$ cat src/rtl/tmr_pkg.sv
package tmr_pkg;
    localparam int BW = 8;
    localparam int AW = 3;

    localparam logic [AW-1:0] A_MODE = 3'd0;
    localparam logic [AW-1:0] A_CTRL = 3'd1;
    localparam logic [AW-1:0] A_LO0  = 3'd2;
    localparam logic [AW-1:0] A_HI0  = 3'd3;
    localparam logic [AW-1:0] A_LO1  = 3'd4;
    localparam logic [AW-1:0] A_HI1  = 3'd5;

    typedef enum logic [1:0] {
        MD_PRESC  = 2'b00,
        MD_WIDE   = 2'b01,
        MD_RELOAD = 2'b10,
        MD_SPLIT  = 2'b11
    } tmode_e;

    typedef struct packed {
        logic [BW-1:0] lo;
        logic [BW-1:0] hi;
        logic          ovf;
    } step_t;

    typedef struct packed {
        logic [BW-1:0] mode;
        logic          tf1;
        logic          tr1;
        logic          tf0;
        logic          tr0;
        logic [BW-1:0] lo0;
        logic [BW-1:0] hi0;
        logic [BW-1:0] lo1;
        logic [BW-1:0] hi1;
        logic          rate;
    } tstate_t;
endpackage

$ cat src/rtl/tmr_mcdiv.sv
module tmr_mcdiv #(
    parameter int DIV = 12
) (
    input  logic clk,
    input  logic rst_n,
    output logic tick
);
    localparam int CW = (DIV > 1) ? $clog2(DIV) : 1;
    localparam logic [CW-1:0] LAST = CW'(DIV - 1);

    logic [CW-1:0] cnt_d, cnt_q;

    always_comb begin
        cnt_d = (cnt_q == LAST) ? '0 : cnt_q + 1'b1;
    end

    always_ff @(posedge clk) begin
        if (!rst_n) cnt_q <= '0;
        else        cnt_q <= cnt_d;
    end

    assign tick = (cnt_q == LAST);
endmodule

$ cat src/rtl/tmr_edge.sv
module tmr_edge (
    input  logic clk,
    input  logic rst_n,
    input  logic tick,
    input  logic pin,
    output logic fall
);
    logic prev_d, prev_q;

    always_comb begin
        prev_d = tick ? pin : prev_q;
    end

    always_ff @(posedge clk) begin
        if (!rst_n) prev_q <= 1'b0;
        else        prev_q <= prev_d;
    end

    assign fall = tick & prev_q & ~pin;
endmodule

$ cat src/rtl/tmr_pair.sv
module tmr_pair
    import tmr_pkg::*;
#(
    parameter int DIV   = 12,
    parameter int PRE_W = 5
) (
    input  logic          clk,
    input  logic          rst_n,
    input  logic          wr_en,
    input  logic [AW-1:0] addr,
    input  logic [BW-1:0] wdata,
    output logic [BW-1:0] rdata,
    input  logic [1:0]    gate_pin,
    input  logic [1:0]    cnt_pin,
    output logic [1:0]    ovf_flag,
    output logic          rate_tick
);
    localparam int SW = BW + PRE_W + 1;
    localparam int WW = 2 * BW + 1;

    tstate_t    st_d, st_q;
    logic       mc_tick;
    logic [1:0] fall;

    tmr_mcdiv #(.DIV(DIV)) u_div (.clk(clk), .rst_n(rst_n), .tick(mc_tick));

    for (genvar ch = 0; ch < 2; ch++) begin : g_edge
        tmr_edge u_edge (
            .clk  (clk),
            .rst_n(rst_n),
            .tick (mc_tick),
            .pin  (cnt_pin[ch]),
            .fall (fall[ch])
        );
    end

    function automatic step_t chan_step(input logic [1:0] md, input logic inc,
                                        input logic [BW-1:0] lo, input logic [BW-1:0] hi);
        step_t         r;
        logic [SW-1:0] s13;
        logic [WW-1:0] s16;
        r     = '{lo: lo, hi: hi, ovf: 1'b0};
        s13   = {1'b0, hi, lo[PRE_W-1:0]} + {{(SW-1){1'b0}}, 1'b1};
        s16   = {1'b0, hi, lo} + {{(WW-1){1'b0}}, 1'b1};
        if (inc) begin
            case (tmode_e'(md))
                MD_PRESC: begin
                    r.lo[PRE_W-1:0] = s13[PRE_W-1:0];
                    r.hi            = s13[SW-2:PRE_W];
                    r.ovf           = s13[SW-1];
                end
                MD_WIDE: begin
                    r.lo  = s16[BW-1:0];
                    r.hi  = s16[2*BW-1:BW];
                    r.ovf = s16[WW-1];
                end
                MD_RELOAD: begin
                    r.ovf = &lo;
                    r.lo  = (&lo) ? hi : lo + 1'b1;
                end
                default: ;
            endcase
        end
        return r;
    endfunction

    logic [1:0] md0, md1;
    logic       run0, run1, inc0, inc1, split;
    logic       hw0, hw1;
    step_t      r0, r1;

    always_comb begin
        st_d      = st_q;
        st_d.rate = 1'b0;
        md0   = st_q.mode[1:0];
        md1   = st_q.mode[5:4];
        split = (md0 == MD_SPLIT);
        run0  = st_q.tr0 & (~st_q.mode[3] | gate_pin[0]);
        run1  = st_q.tr1 & (~st_q.mode[7] | gate_pin[1]);
        inc0  = run0 & (st_q.mode[2] ? fall[0] : mc_tick);
        inc1  = run1 & (st_q.mode[6] ? fall[1] : mc_tick);
        hw0   = 1'b0;
        hw1   = 1'b0;
        r0    = chan_step(md0, inc0, st_q.lo0, st_q.hi0);
        r1    = chan_step(md1, inc1, st_q.lo1, st_q.hi1);

        if (split) begin
            if (inc0) begin
                st_d.lo0 = st_q.lo0 + 1'b1;
                hw0      = &st_q.lo0;
            end
            if (mc_tick && st_q.tr1) begin
                st_d.hi0 = st_q.hi0 + 1'b1;
                hw1      = &st_q.hi0;
            end
        end else begin
            st_d.lo0 = r0.lo;
            st_d.hi0 = r0.hi;
            hw0      = r0.ovf;
        end

        if (md1 != MD_SPLIT) begin
            st_d.lo1  = r1.lo;
            st_d.hi1  = r1.hi;
            st_d.rate = r1.ovf;
            if (!split) hw1 = r1.ovf;
        end

        if (wr_en) begin
            case (addr)
                A_MODE: st_d.mode = wdata;
                A_CTRL: begin
                    st_d.tf1 = wdata[7];
                    st_d.tr1 = wdata[6];
                    st_d.tf0 = wdata[5];
                    st_d.tr0 = wdata[4];
                end
                A_LO0: st_d.lo0 = wdata;
                A_HI0: st_d.hi0 = wdata;
                A_LO1: st_d.lo1 = wdata;
                A_HI1: st_d.hi1 = wdata;
                default: ;
            endcase
        end

        st_d.tf0 = st_d.tf0 | hw0;
        st_d.tf1 = st_d.tf1 | hw1;
    end

    always_ff @(posedge clk) begin
        if (!rst_n) st_q <= '0;
        else        st_q <= st_d;
    end

    always_comb begin
        case (addr)
            A_MODE:  rdata = st_q.mode;
            A_CTRL:  rdata = {st_q.tf1, st_q.tr1, st_q.tf0, st_q.tr0, 4'b0000};
            A_LO0:   rdata = st_q.lo0;
            A_HI0:   rdata = st_q.hi0;
            A_LO1:   rdata = st_q.lo1;
            A_HI1:   rdata = st_q.hi1;
            default: rdata = '0;
        endcase
    end

    assign ovf_flag  = {st_q.tf1, st_q.tf0};
    assign rate_tick = st_q.rate;
endmodule

$ cat config.mk
export PLATFORM = sky130hd
export DESIGN_NAME = tmr_pair
export DESIGN_NICKNAME = d
export VERILOG_FILES = /design/src/rtl/tmr_pkg.sv /design/src/rtl/tmr_mcdiv.sv /design/src/rtl/tmr_edge.sv /design/src/rtl/tmr_pair.sv
export SDC_FILE = /design/constraint.sdc
export NUM_CORES = 1
export LEC_CHECK = 0
export BUFFER_PORTS_ARGS = -buffer_cell sky130_fd_sc_hd__buf_2
export CAP_MARGIN = 20
export CORE_MARGIN = 5
export CORE_UTILIZATION = 55
export CTS_CLUSTER_DIAMETER = 40
export DETAILED_ROUTE_END_ITERATION = 10
export GPL_TIMING_DRIVEN = 0
export MAX_ROUTING_LAYER = met4
export PLACE_DENSITY = 0.77
export SYNTH_ARGS = -nofsm -noshare
export SYNTH_HDL_FRONTEND = slang
export SYNTH_SLANG_ARGS = --single-unit
export TNS_END_PERCENT = 10
$ cat constraint.sdc
create_clock -name clk -period 2.2 [get_ports clk]
set_input_delay 0.44 -clock clk [delete_from_list [all_inputs] [get_ports clk]]
set_output_delay 0.44 -clock clk [all_outputs]
set_load 0.05 [all_outputs]
==> results by group <==
Global route
  • First-pass GRT wire length: 21.4 mm
  • Initial antenna violation count: 0
  • Largest net degree at the start of global routing: 18
  • Grt total ovfl: 0
  • Number of global-route vias before repair: between 4000 and 5000
  • Gr usage total: roughly a third

Power
  • PD cells: 425 mW/mm²
  • Max IR drop VDD: between 300 and 400 µV
  • P_leak: 1.62 nW

Cells and area
  • Multi-input logic area: approximately 0.0028 mm²
  • Layout fillers: 697
  • P&R area growth vs syn: 12.1%
  • FF/Latch Area: 0.00103 mm²
  • Fin nets: between 600 and 700
  • Number of diodes: 0
  • Layout cells sized above 1: 16.3%

Worst hold path
  • Hold Crit Class: input pin to flip-flop
  • Hold Path Origin: cnt_pin[1]

Route
  • Vias: 4471
  • DRC: 0
  • Routed Antenna Nets: 0
  • Initial DRC Count: 494
  • Vias per inst: between 6 and 7
  • Drt wl/cell: 19.7 µm
  • Drt pass-1 iters: 5
  • Post-Route WL: 13.5 mm

Critical path
  • Setup crit end: rdata[3]
  • CP max FO: 9
  • R2R cell count: 7
  • Setup crit start: st_q[20]
  • RR Endpoint: st_q[10]
  • Startpoint Class: flip-flop
  • R2R Setup Slk: about 0.070 ns
  • Critical path type: flip-flop to output pin
  • Critical path capture point type: output pin
  • Crit path arrival time: between 1.5 and 2 ns
  • Req. time, crit path: 1.76 ns
  • RR Startpoint: st_q[10]

Die
  • Initial Util: 55.5%
  • Io pins: 29
  • # rows: 31
  • Die Y: 94.9 µm
  • Core Region: 0.00714 mm²
  • Die width: 94.9 µm
  • DIE AREA: between 0.009 and 0.01 mm²

Yosys
  • Seq/Total Area, Yosys: 25.8%
  • Share of flip-flops with an asynchronous set or reset: 0%
  • Post-synth EDFFs: 0
  • Post-synthesis instance area: 0.00396 mm²
  • Post-Synthesis Cells: 547
  • Netlist cell types: 61
  • Seq cells post-synth: 51
  • Net Count, Synth: 577
  • Ys Warns: 0
  • Post-synth top area share: between 20% and 30%
  • Top_reg_cell synth: dfxtp_1
  • Main area contributors after synthesis: dfxtp_1 26%, nand2_1 6.6%, o21ai_0 6.3%
  • Largest area contributor in the netlist: dfxtp_1
  • Avg Inst Size Synth: roughly 7.2 µm²

Timing
  • Slew HR: 39.9%
  • RSZ-0062 raised after global routing: yes
  • Endpoints failing hold: 0
  • Hold Slack: 0.366 ns
  • Fin Setup TNS: 0 ns
  • Worst slew pin tran: approximately 0.89 ns
  • Slew Limit Fails: 0
  • Achievable clock frequency: 457 MHz
  • Tmin final: 2.19 ns
  • Final worst-path setup slack: 0.0123 ns
  • Period utilization: just under 100%
  • Clock skew: 0.0129 ns
  • Final setup fails: 0

Placed design
  • Place WS: -0.456 ns
  • DP HPWL: between 9 and 10 mm
  • Placer Congestion: around 1.1
  • IO Port Bufs: 25

CTS
  • Sink Count: 51
  • Num CTS Buffers: 5
  • Worst skew pair latency: about 0.33 ns
  • Clock-pin slew on the worst setup and hold paths: around 0.11 ns
  • CTS root buf: clkbuf_8
  • # H-tree levels: 2
  • # hold bufs at CTS: 0
  • Worst-case clock buffer depth: 2
  • CTS tree: yes

Flow run
  • Max cap viols: 0

Status
  • Status: finished, final reports clean
-- repair_timing --
item                                    in CTS  in global routing
resized for setup                           18                 19
pin swaps                                    2                  1
endpoints found under the setup margin      34                 20
hold endpoints to repair                     0                  0
setup buffers                                3                  2
-- kinds of logic (layout without fill, tap and decap cells) --
kind of cell    count (synthesis)  in the layout  share of synthesized area, %
simple gates                  210            210                          25.7
compound gates                183            183                          30.5
buf+inv                        58             94                          6.00
flops                          51             51                          25.8
mux                            20             20                          5.37
xor+xnor                       13             13                          2.87
fa+ha+maj                      12             12                          3.79
-- per-layer routing --
layer / vias to the layer above / track usage (%) / routed length (µm)
met3: 33 / 5.50 / 1330
met5: - / - / 0
met4: 0 / 12.1 / 387
met1: 2098 / 43.8 / 5800
li1: 2082 / - / -
met2: 258 / 46.2 / 5930
-- worst min path at each step --
stage          cells after the start  slack, ns                 endpoint
5_1_grt                            3       0.37  g_edge[1].u_edge.prev_q
6_report                           3       0.37  g_edge[1].u_edge.prev_q
2_1_floorplan                      1       0.43           u_div.cnt_q[0]
3_5_place_dp                       1       0.45           u_div.cnt_q[0]
4_1_cts                            3       0.37  g_edge[1].u_edge.prev_q
3_3_place_gp                       2       0.44  g_edge[0].u_edge.prev_q
-- state kept, by name, summed over array words and instances, names as in the netlist --
signal                cells
g_edge.u_edge.prev_q      2
md0                       2
md1                       2
ovf_flag                  2
rate_tick                 1
st_q                     38
u_div.cnt_q               4
-- cells in the final DEF (no fill, tap or decap), types with 4 or more instances in the layout --
| master | synthesis | routed |
|---|---|---|
| a21o_1 | 7 | 7 |
| a21oi_1 | 42 | 42 |
| a221oi_1 | 5 | 4 |
| a22oi_1 | 10 | 9 |
| a31oi_1 | 15 | 15 |
| a32oi_1 | 4 | 4 |
| and2_1 | 4 | 4 |
| and3_1 | 10 | 10 |
| buf_2 | 4 | 29 |
| buf_4 | 4 | 10 |
| clkbuf_1 | 30 | 21 |
| clkbuf_2 | 0 | 6 |
| clkbuf_8 | 0 | 5 |
| dfxtp_1 | 51 | 47 |
| dfxtp_2 | 0 | 4 |
| ha_1 | 12 | 9 |
| inv_1 | 18 | 18 |
| mux2_2 | 10 | 10 |
| mux2i_1 | 10 | 10 |
| nand2_1 | 70 | 69 |
| nand2b_1 | 4 | 4 |
| nand3_1 | 28 | 28 |
| nand4_1 | 11 | 11 |
| nor2_1 | 42 | 40 |
| nor2b_1 | 5 | 5 |
| nor3_1 | 15 | 15 |
| o211ai_1 | 5 | 5 |
| o21ai_0 | 50 | 43 |
| o21ai_1 | 0 | 4 |
| o21ai_2 | 1 | 4 |
| o22ai_1 | 5 | 4 |
| or3_1 | 4 | 4 |
| xnor2_1 | 6 | 6 |
| xor2_1 | 7 | 7 |
-- through the flow --
step	utilization [%]	std cells	power (mW)	cell area [µm²]
after floorplan	-	547	1.19	3980
after global placement	59.3	671	1.29	4230
after detailed placement	59.3	671	1.29	4230
after CTS	61.4	681	1.88	4380
after global routing	62.2	682	1.96	4440
final	62.2	682	1.89	4440
-- worst max-delay path: stages, from the launching register on --
cell and delay, ns:
dfxtp_1 0.31, clkbuf_1 0.22, mux2_2 0.34, a22oi_1 0.22, o21ai_2 0.09, buf_2 0.23
-- Yosys cell counts (all sizes together) (3+ instances only) --
cell type and number:
nand2 71, dfxtp 51, o21ai 51, a21oi 42
nor2 42, clkbuf 30, nand3 28, inv 18
a31oi 15, nor3 15, ha 12, nand4 11
a22oi 10, and3 10, buf 10, mux2 10
mux2i 10, a21o 7, xor2 7, xnor2 6
a221oi 5, nor2b 5, o211ai 5, o22ai 5
a211oi 4, a32oi 4, and2 4, nand2b 4
or3 4, a21boi 3, a22o 3, a311oi 3
and4 3, nor3b 3, o21a 3, o31a 3
o31ai 3, or2 3
-- area by class of cell --
class / instances / area share, %
buffer: 38 / 4.17
clock buffer: 5 / 1.55
clock inverter: 3 / 0.507
inverter: 18 / 1.52
multi-input combinational: 438 / 62.7
sequential: 51 / 23.1
tap: 99 / 2.79
timing repair buffer: 30 / 3.66
-- report_power, final --
part	leakage (nW)	switching (mW)	total (mW)	internal [mW]
Clock	0.0489	0.363	0.594	0.231
Combinational	1.16	0.193	0.295	0.102
Sequential	0.416	0.0443	0.997	0.952
Total	1.62	0.600	1.89	1.29
No activity file was read; power rests on OpenSTA's default activity.
